File: src/rtl/icc_pkg.sv
package icc_pkg;

  localparam int unsigned CMP_W = 16;

  // left side holds the lower source numbers, so equal priorities keep left
  function automatic logic left_wins(input logic vl, input logic [CMP_W-1:0] pl,
                                     input logic vr, input logic [CMP_W-1:0] pr);
    return vl && (!vr || (pl >= pr));
  endfunction

  function automatic logic above_thresh(input logic [CMP_W-1:0] p,
                                        input logic [CMP_W-1:0] t);
    return p > t;
  endfunction

endpackage

File: src/rtl/icc_ctx_state.sv
module icc_ctx_state #(
  parameter int unsigned NUM_IDS = 24,
  parameter int unsigned PW      = 3,
  parameter int unsigned IDW     = 5
) (
  input  logic                  clk,
  input  logic                  rst,
  input  logic [NUM_IDS-1:0]    lvl_now,
  input  logic [NUM_IDS-1:0]    lvl_rise,
  input  logic [NUM_IDS-1:0]    lvl_fall,
  input  logic [NUM_IDS*PW-1:0] prio_flat,
  input  logic [NUM_IDS-1:0]    en_in,
  input  logic [PW-1:0]         thresh_in,
  input  logic                  claim_rd,
  input  logic [IDW-1:0]        win_id,
  input  logic                  cmpl_wr,
  input  logic [IDW-1:0]        cmpl_id,
  output logic [NUM_IDS-1:0]    pend_o,
  output logic [NUM_IDS-1:0]    clm_o,
  output logic [NUM_IDS-1:0]    elig_o,
  output logic [NUM_IDS*PW-1:0] cap_o,
  output logic [PW-1:0]         th_o,
  output logic [NUM_IDS-1:0]    claim_set_o
);
  import icc_pkg::*;

  logic [NUM_IDS-1:0] en_eff;
  logic [NUM_IDS-1:0] en_q;
  logic [PW-1:0]      th_q;

  always_comb begin
    en_eff    = en_in;
    en_eff[0] = 1'b0;
  end

  always_ff @(posedge clk) begin
    if (rst) begin
      en_q <= '0;
      th_q <= '0;
    end else begin
      en_q <= en_eff;
      th_q <= thresh_in;
    end
  end

  assign th_o = th_q;

  for (genvar i = 0; i < NUM_IDS; i++) begin : g_src
    logic          pend_q, clm_q;
    logic [PW-1:0] cap_q;
    logic          set_ev, clr_ev, claim_hit, cmpl_hit;

    assign set_ev    = (lvl_rise[i] & en_eff[i]) | (en_eff[i] & ~en_q[i] & lvl_now[i]);
    assign clr_ev    = lvl_fall[i] | (en_q[i] & ~en_eff[i]);
    assign claim_hit = claim_rd && (win_id == IDW'(i)) && (i != 0);
    assign cmpl_hit  = cmpl_wr && (cmpl_id == IDW'(i)) && en_eff[i];

    always_ff @(posedge clk) begin
      if (rst) begin
        pend_q <= 1'b0;
        clm_q  <= 1'b0;
        cap_q  <= '0;
      end else if (clr_ev) begin
        pend_q <= 1'b0;
        clm_q  <= 1'b0;
        cap_q  <= '0;
      end else begin
        if (set_ev) begin
          pend_q <= 1'b1;
          cap_q  <= prio_flat[i*PW +: PW];
        end
        if (claim_hit)     clm_q <= 1'b1;
        else if (cmpl_hit) clm_q <= 1'b0;
      end
    end

    assign pend_o[i]           = pend_q;
    assign clm_o[i]            = clm_q;
    assign cap_o[i*PW +: PW]   = cap_q;
    assign claim_set_o[i]      = claim_hit & ~clr_ev;
    assign elig_o[i]           = pend_q & ~clm_q &
                                 above_thresh(CMP_W'(cap_q), CMP_W'(th_q));
  end

endmodule

File: src/rtl/icc_prio_tree.sv
module icc_prio_tree #(
  parameter int unsigned NUM_IDS = 24,
  parameter int unsigned PW      = 3,
  parameter int unsigned IDW     = 5
) (
  input  logic [NUM_IDS-1:0]    elig,
  input  logic [NUM_IDS*PW-1:0] cap,
  output logic [IDW-1:0]        win_id,
  output logic [PW-1:0]         win_prio
);
  import icc_pkg::*;

  localparam int unsigned LVLS   = $clog2(NUM_IDS);
  localparam int unsigned LEAVES = 1 << LVLS;
  localparam int unsigned NODES  = 2 * LEAVES - 1;

  logic           nv  [NODES];
  logic [PW-1:0]  np  [NODES];
  logic [IDW-1:0] nid [NODES];

  for (genvar i = 0; i < LEAVES; i++) begin : g_leaf
    if (i < NUM_IDS) begin : g_real
      assign nv [LEAVES-1+i] = elig[i];
      assign np [LEAVES-1+i] = cap[i*PW +: PW];
      assign nid[LEAVES-1+i] = IDW'(i);
    end else begin : g_pad
      assign nv [LEAVES-1+i] = 1'b0;
      assign np [LEAVES-1+i] = '0;
      assign nid[LEAVES-1+i] = '0;
    end
  end

  for (genvar k = 0; k < LEAVES - 1; k++) begin : g_node
    logic take_l;
    assign take_l = left_wins(nv[2*k+1], CMP_W'(np[2*k+1]),
                              nv[2*k+2], CMP_W'(np[2*k+2]));
    assign nv [k] = nv[2*k+1] | nv[2*k+2];
    assign np [k] = take_l ? np [2*k+1] : np [2*k+2];
    assign nid[k] = take_l ? nid[2*k+1] : nid[2*k+2];
  end

  assign win_id   = nv[0] ? nid[0] : '0;
  assign win_prio = nv[0] ? np[0]  : '0;

endmodule

File: src/rtl/irq_claim_arbiter.sv
module irq_claim_arbiter #(
  parameter int unsigned NUM_IDS = 24,
  parameter int unsigned NCTX    = 2,
  parameter int unsigned PW      = 3,
  parameter int unsigned IDW     = $clog2(NUM_IDS)
) (
  input  logic                    clk,
  input  logic                    rst,
  input  logic [NUM_IDS-1:0]      src_level,
  input  logic [NUM_IDS*PW-1:0]   src_prio,
  input  logic [NCTX*NUM_IDS-1:0] ctx_en,
  input  logic [NCTX*PW-1:0]      ctx_thresh,
  input  logic [NCTX-1:0]         claim_rd,
  input  logic [NCTX-1:0]         cmpl_wr,
  input  logic [NCTX*IDW-1:0]     cmpl_id,
  output logic [NCTX*IDW-1:0]     claim_id,
  output logic [NCTX-1:0]         irq_req
);

  logic [NUM_IDS-1:0] lvl_now, lvl_q, lvl_rise, lvl_fall;

  always_comb begin
    lvl_now    = src_level;
    lvl_now[0] = 1'b0;
  end

  always_ff @(posedge clk) begin
    if (rst) lvl_q <= '0;
    else     lvl_q <= lvl_now;
  end

  assign lvl_rise = lvl_now & ~lvl_q;
  assign lvl_fall = ~lvl_now & lvl_q;

  // observation points shared by all contexts, flat per context
  logic [NCTX*NUM_IDS-1:0]    pend_all, clm_all, elig_all, claim_set_all;
  logic [NCTX*NUM_IDS*PW-1:0] cap_all;
  logic [NCTX*IDW-1:0]        win_all;
  logic [NCTX*PW-1:0]         winp_all, th_all;

  for (genvar c = 0; c < NCTX; c++) begin : g_ctx
    icc_ctx_state #(.NUM_IDS(NUM_IDS), .PW(PW), .IDW(IDW)) state_i (
      .clk        (clk),
      .rst        (rst),
      .lvl_now    (lvl_now),
      .lvl_rise   (lvl_rise),
      .lvl_fall   (lvl_fall),
      .prio_flat  (src_prio),
      .en_in      (ctx_en[c*NUM_IDS +: NUM_IDS]),
      .thresh_in  (ctx_thresh[c*PW +: PW]),
      .claim_rd   (claim_rd[c]),
      .win_id     (win_all[c*IDW +: IDW]),
      .cmpl_wr    (cmpl_wr[c]),
      .cmpl_id    (cmpl_id[c*IDW +: IDW]),
      .pend_o     (pend_all[c*NUM_IDS +: NUM_IDS]),
      .clm_o      (clm_all[c*NUM_IDS +: NUM_IDS]),
      .elig_o     (elig_all[c*NUM_IDS +: NUM_IDS]),
      .cap_o      (cap_all[c*NUM_IDS*PW +: NUM_IDS*PW]),
      .th_o       (th_all[c*PW +: PW]),
      .claim_set_o(claim_set_all[c*NUM_IDS +: NUM_IDS])
    );

    icc_prio_tree #(.NUM_IDS(NUM_IDS), .PW(PW), .IDW(IDW)) tree_i (
      .elig    (elig_all[c*NUM_IDS +: NUM_IDS]),
      .cap     (cap_all[c*NUM_IDS*PW +: NUM_IDS*PW]),
      .win_id  (win_all[c*IDW +: IDW]),
      .win_prio(winp_all[c*PW +: PW])
    );

    assign irq_req[c]              = (win_all[c*IDW +: IDW] != '0);
    assign claim_id[c*IDW +: IDW]  = claim_rd[c] ? win_all[c*IDW +: IDW] : '0;
  end

endmodule

File: config.mk
export PLATFORM = sky130hd
export DESIGN_NAME = irq_claim_arbiter
export DESIGN_NICKNAME = d
export VERILOG_FILES = /design/src/rtl/icc_pkg.sv /design/src/rtl/icc_ctx_state.sv /design/src/rtl/icc_prio_tree.sv /design/src/rtl/irq_claim_arbiter.sv
export SDC_FILE = /design/constraint.sdc
export NUM_CORES = 1
export LEC_CHECK = 0
export BUFFER_PORTS_ARGS = -buffer_cell sky130_fd_sc_hd__buf_2
export CAP_MARGIN = 10
export CELL_PAD_IN_SITES_DETAIL_PLACEMENT = 0
export CELL_PAD_IN_SITES_GLOBAL_PLACEMENT = 2
export CORE_ASPECT_RATIO = 2
export CORE_MARGIN = 3
export CORE_UTILIZATION = 25
export DETAILED_ROUTE_END_ITERATION = 6
export PLACE_DENSITY_LB_ADDON = 0.1
export REMOVE_ABC_BUFFERS = 1
export SYNTH_ARGS = -nofsm -noshare
export SYNTH_HDL_FRONTEND = slang
export SYNTH_SLANG_ARGS = --single-unit
File: constraint.sdc
create_clock -name clk -period 8.25 [get_ports clk]
set_input_delay 0.825 -clock clk [delete_from_list [all_inputs] [get_ports clk]]
set_output_delay 0.825 -clock clk [all_outputs]
set_load 0.02 [all_outputs]
==> results of run 1 <==
## Yosys cell counts (7+ instances only)
master	count
a211oi_1	8
a21o_1	33
a21oi_1	167
a311oi_1	7
a31oi_1	14
and2_1	14
and3_1	16
clkbuf_1	14
dfxtp_1	305
ha_1	258
inv_1	253
mux2_2	15
mux2i_1	164
nand2_1	191
nand2b_1	59
nand3_1	107
nand3b_1	16
nand4_1	8
nor2_1	307
nor2b_1	118
nor3_1	33
nor3b_1	7
nor4_1	11
o2111ai_1	7
o211ai_1	11
o21a_1	14
o21ai_0	157
o21ai_1	9
o21bai_1	8
o31ai_1	14
o32ai_1	26
o41ai_1	10
or2_2	15
or3_1	18
or4_1	12
## registers in the layout (all words and copies together) (netlist names)
name	count
g_ctx.state_i.en_q	46
g_ctx.state_i.g_src.pend_q	46
g_ctx.state_i.g_src.cap_q	138
lvl_q	23
g_ctx.state_i.g_src.clm_q	46
g_ctx.state_i.th_o	6
## power groups by stage
stage               Sequential, mW  Clock [mW]  Combinational (mW)
floorplan                     1.62           0               0.659
global placement              1.63           0                1.45
detailed placement            1.63           0                1.47
CTS                           1.60        1.88                1.65
global route                  1.61        1.91                1.83
finish                        1.60        1.80                1.70
## logic make-up (layout without fill, tap and decap cells)
logic type	Yosys count	in the layout	synth area share, %
AOI/OAI and AO/OA	565	565	17.5
adders and majority gates	258	258	15.8
buffers and inverters	276	910	5.09
DFF	305	305	29.8
muxes	180	180	8.92
other	0	2	0
and+or+nand+nor	953	953	22.9
## area by class of cell
type,count,area [um^2],share of cell area [%]
multi-input cells,1956,14700,51.2
flip-flops and latches,305,6120,21.3
repair buffers,593,4380,15.2
well taps,1043,1310,4.53
clock buffers,48,1050,3.64
inverters,253,963,3.35
clock inverters,16,234,0.813
diodes,2,5.00,0.0174
## metal layers
metal / vias to the layer above / share of wire (%) / track usage (%)
met1: 9809 / 37 / 21.2
li1: 10200 / - / -
met3: 156 / 2.6 / 2.20
met2: 354 / 56 / 42.5
met5: - / 0.051 / 0
met4: 6 / 4.6 / 8.80
## critical path: cells and delay by family (launching register included)
family / cells / cell delay (ns)
compound gates: 16 / 2.70
simple gates: 12 / 1.47
fa+ha+maj: 5 / 1.38
buf+inv: 7 / 0.92
mux: 2 / 0.47
flops: 1 / 0.32
## repair_timing
action	4_1_cts	5_1_grt
hold buffers	0	0
setup buffers	74	30
gates cloned	1	0
resized for setup	217	102
endpoints found under the setup margin	49	56
pin swaps	94	63
## through the flow
stage          power, mW  std cells  utilization, %  hold WS [ns]  area (um^2)
2_1_floorplan       2.27       2514               -         0.421        20400
3_3_place_gp        3.08       4056            31.2         0.431        25200
3_5_place_dp        3.10       4056            31.2         0.433        25200
4_1_cts             5.13       4195            34.7         0.423        28100
5_1_grt             5.35       4214            35.6         0.448        28800
6_report            5.10       4216            35.6         0.441        28800
## path summary, 6_finish.rpt
kind	endpoint	slack [ns]	start
min reg2reg	g_ctx[1].state_i.g_src[14].pend_q$_SDFFE_PP0P_	0.44	g_ctx[1].state_i.g_src[14].pend_q$_SDFFE_PP0P_
max reg2reg	g_ctx[0].state_i.g_src[9].clm_q$_SDFFE_PP0P_	0.30	g_ctx[0].state_i.th_o[0]$_SDFF_PP0_
min	g_ctx[1].state_i.g_src[14].pend_q$_SDFFE_PP0P_	0.44	g_ctx[1].state_i.g_src[14].pend_q$_SDFFE_PP0P_
max	claim_id[2]	-0.46	g_ctx[0].state_i.th_o[0]$_SDFF_PP0_
==> qor.yml, run 1 <==
power:
  switchingPower_mw: 1.79
  p_leak_nw: 12.4
  pwr-share-clk_pct: 35.3
  p_sw_share_pct: 35.2
  powerDensity_nw_per_um2: 177
  power_frac_seq_pct: 31.5
  combinationalPowerShare_pct: 33.3
  ir_drop_mv: 0.131
  p_int_mw: 3.31
setup_path:
  critical_path_class: "flip-flop to primary output"
  endpoint_kind: "primary output"
  required_ns: 7.42
  max_stage_delay_ns: 0.34
  crit_path_top_delay_cell: "a221oi_4"
  arrival_ns: 7.88
  rr_worst_depth: 41
  cp-start-kind: "flip-flop"
  path_max_fanout: 8
timing:
  skew_ns: 0.0258
  setup_viol_count_final: 9
  grt_setup_unrepaired: "yes"
  period_needed_ns: 8.71
  finalWorstSetupSlack_ns: -0.458
  slew_headroom_pct: 26.2
  slew_viol_final: 0
  timing.fmax_mhz: 115
  tightestPinTransition_ns: 1.11
  fin_setup_tns_ns: -2.60
  final_hold_viol_count: 0
  post-route-period-util_pct: 106
detailed_routing:
  drt_iter0_drc: 890
  avgViaCountPerCell: 4.87
  drc: 0
  dr.pass1.iters: 5
  drt-total-wl_mm: 92.1
  post_drt_wl_per_cell_um: 21.8
  vias: 20500
  antenna_left: 0
cells_and_area:
  final_common_cell: "buf_4"
  fillers: 8407
  nNetsFinal: 3571
  final_cell_mix: "buf_4, dfxtp_1, nor2_1"
  drive_above_1_share_pct: 29.1
  area_growth_pct: 40.6
synth:
  ys_types: 84
  synthesis.area_um2: 20500
  synthTopCellsByArea: "dfxtp_1, ha_1, mux2i_1"
  ys.flop_type: "dfxtp_1"
  synth.top_cell.area_share_pct: 29.8
  ys_ff_latch: 305
  yosysSeqAreaShare_pct: 29.8
  async_flop_share_pct: 0
  synth_area_leader_cell: "dfxtp_1"
  synth_edf_count: 0
  avgSynthCellArea_um2: 8.07
  syn_inst: 2537
  yosys_warnings: 0
floorplan:
  fp.dieH_um: 411
  die_x_um: 208
  initial_core_util_pct: 25.4
  die-area_um2: 85600
  ioPinCount: 178
  rows: 147
  design.core.area_um2: 80700
placed_design:
  dp_hpwl_mm: 74.5
  portBuffers: 171
  gp_congestion: 0.882
  place_ws_ns: -0.773
grt:
  grt_max_degree: 54
  grt.overflow.total: 0
  grt_pass1_vias: 21400
  antenna_found_initial: 4
  grt_first_pass_wirelength_mm: 134
  grt.total_usage_pct: 20.9
job:
  drv_cap: 0
cts:
  clockRootBuffer: "clkbuf_16"
  cts_buffers: 38
  cts_tree: "built"
  cts_sinks: 305
  clk_latency_ns: 0.58
  cts_max_level: 2
  cts.clk_slew.worst_paths_ns: 0.07
  clock_path_buffers: 3
min_path:
  hold_class: "flip-flop to flip-flop"
  hold_depth: 2
run_status:
  violations: "setup timing"
  status: "finished with violations"
Note: power is estimated with default switching activity, not from simulation.
==> run 2, diff against run 1 <==
--- a/config.mk
+++ b/config.mk
@@ -11,10 +11,11 @@
 export CELL_PAD_IN_SITES_GLOBAL_PLACEMENT = 2
 export CORE_ASPECT_RATIO = 2
 export CORE_MARGIN = 3
-export CORE_UTILIZATION = 25
+export CORE_UTILIZATION = 30
 export DETAILED_ROUTE_END_ITERATION = 6
 export PLACE_DENSITY_LB_ADDON = 0.1
 export REMOVE_ABC_BUFFERS = 1
 export SYNTH_ARGS = -nofsm -noshare
 export SYNTH_HDL_FRONTEND = slang
+export SYNTH_HIERARCHICAL = 1
 export SYNTH_SLANG_ARGS = --single-unit
==> run 2 against run 1 <==
Net effect:
- the flow still finishes with violations (setup timing)
- count of clock-buffer cells in the layout rose by 4
- die area fell by 10%
- synthesized area rose by 7.8%
- sequential power barely moved
- final area rose by 2.1%
- synthesized cell count rose by 4.3%
- total power rose by 3.5%
==> qor.yml, run 2 <==
floorplan:
  design.core.area_um2: 72900
  fp.dieH_um: 390
  initial_core_util_pct: 30.3
  die-area_um2: 77000
  rows: 140
  die_x_um: 198
  ioPinCount: 178
cts:
  cts_sinks: 305
  cts_max_level: 2
  cts_tree: "built"
  cts.clk_slew.worst_paths_ns: 0.06
  clk_latency_ns: 0.59
  clock_path_buffers: 3
  clockRootBuffer: "clkbuf_16"
  cts_buffers: 36
  cts_hold_buffers: 0
timing:
  setup_viol_count_final: 12
  post-route-period-util_pct: 105
  slew_headroom_pct: 21.7
  timing.fmax_mhz: 115
  skew_ns: 0.0362
  finalWorstSetupSlack_ns: -0.447
  final_hold_viol_count: 0
  tightestPinTransition_ns: 1.16
  fin_setup_tns_ns: -3.61
  slew_viol_final: 0
  grt_setup_unrepaired: "yes"
  period_needed_ns: 8.70
  whs_ns: 0.465
setup_path:
  critical_path_class: "flip-flop to primary output"
  crit_top_cell: "ha_1"
  cp-start-kind: "flip-flop"
  path_max_fanout: 7
  cpLargestDelayFamily: "compound AO/OA/AOI/OAI gates"
  arrival_ns: 7.87
  max_stage_delay_ns: 0.33
  r2r_slack_ns: 0.38
  crit_buf_inv: 9
  endpoint_kind: "primary output"
  crit_path_top_delay_cell: "mux2_2"
  required_ns: 7.42
detailed_routing:
  antenna_left: 0
  dr.pass1.iters: 5
  post_drt_wl_per_cell_um: 21.8
  drc: 0
  drt_iter0_drc: 866
  avgViaCountPerCell: 5.30
  vias: 21900
  drt-total-wl_mm: 89.9
cells_and_area:
  regMostFlops: "g_ctx.state_i/g_src.cap_q"
  fillers: 7433
  fin_cells: 4134
  area_growth_pct: 33.1
  largest_reg_flops: 138
  final_cell_mix: "buf_4, dfxtp_1, ha_1"
  drive_above_1_share_pct: 28.5
  nNetsFinal: 3612
  final_common_cell: "buf_4"
power:
  p_leak_nw: 11.9
  power_frac_seq_pct: 30.9
  p_sw_share_pct: 34.9
  p_int_mw: 3.43
  powerDensity_nw_per_um2: 180
  combinationalPowerShare_pct: 37.2
  switchingPower_mw: 1.84
  ir_drop_mv: 0.156
  pwr-share-clk_pct: 31.9
synth:
  avgSynthCellArea_um2: 8.34
  synthesis.area_um2: 22100
  yosys_warnings: 6
  syn_inst: 2646
placed_design:
  dp_hpwl_mm: 70.7
  placed_cells: 3967
  gp_congestion: 0.856
  portBuffers: 171
grt:
  antenna_found_initial: 3
  grt_max_degree: 56
  grt_pass1_vias: 21900
  grt.total_usage_pct: 22.5
  grt.overflow.total: 0
  grt_first_pass_wirelength_mm: 131
min_path:
  hold_class: "flip-flop to flip-flop"
job:
  drv_cap: 0
run_status:
  violations: "setup timing"
  status: "finished with violations"
## run 2: layout make-up
cell class,instances,area [um^2],area share (%)
Timing Repair Buffer,528,3920,13.3
Clock buffer,52,1040,3.55
Antenna cell,3,7.51,0.0256
Clock inverter,12,143,0.486
Tap cell,923,1150,3.93
Sequential cell,305,6110,20.8
Multi-Input combinational cell,2071,16100,54.8
Inverter,240,911,3.10
## run 2: stage by stage
stage	instance area, um^2	worst slack (ns)	utilization [%]	total power [mW]
after floorplan	21900	-0.222	-	2.45
after global placement	25900	-0.370	35.6	3.25
after detailed placement	25900	-0.567	35.6	3.28
after CTS	28400	-0.418	39.0	5.21
after global routing	29400	-0.822	40.3	5.55
final	29400	-0.447	40.3	5.28
## run 2: final timing paths
path | start | endpoint | depth (start not counted)
hold / removal | g_ctx[0].state_i/g_src[1].clm_q$_SDFFE_PP0P_ | g_ctx[0].state_i/g_src[1].clm_q$_SDFFE_PP0P_ | 2
hold reg to reg | g_ctx[0].state_i/g_src[1].clm_q$_SDFFE_PP0P_ | g_ctx[0].state_i/g_src[1].clm_q$_SDFFE_PP0P_ | 2
setup / recovery | g_ctx[1].state_i/th_o[1]$_SDFF_PP0_ | irq_req[1] | 42
setup reg to reg | g_ctx[0].state_i/th_o[1]$_SDFF_PP0_ | g_ctx[0].state_i/g_src[8].clm_q$_SDFFE_PP0P_ | 48
## run 2: routing by layer
layer  vias to the layer above  share of wire (%)  GRT usage (%)
met4                         2                5.0           10.1
met1                     10600                 38           24.0
met3                       138                3.0           2.34
li1                      10700                  -              -
met5                         -              0.014              0
met2                       406                 54           43.8
## run 2: worst min-delay path, cell delays in order, from the launching register on
cell and delay [ns]:
dfxtp_1 0.31, o41ai_1 0.05, a21oi_1 0.06
## run 2: power by group through the flow
stage	clock [mW]	sequential, mW	combinational (mW)
after CTS	1.75	1.63	1.84
after floorplan	0	1.64	0.807
after global placement	0	1.66	1.59
final	1.68	1.63	1.97
after global routing	1.78	1.64	2.13
after detailed placement	0	1.66	1.62
## run 2: what timing repair did
action	4_1_cts	5_1_grt
endpoints found under the setup margin	32	54
resized for setup	177	141
endpoints found under the hold margin	0	0
pin swaps	69	95
gates cloned	2	0
setup buffers	71	30
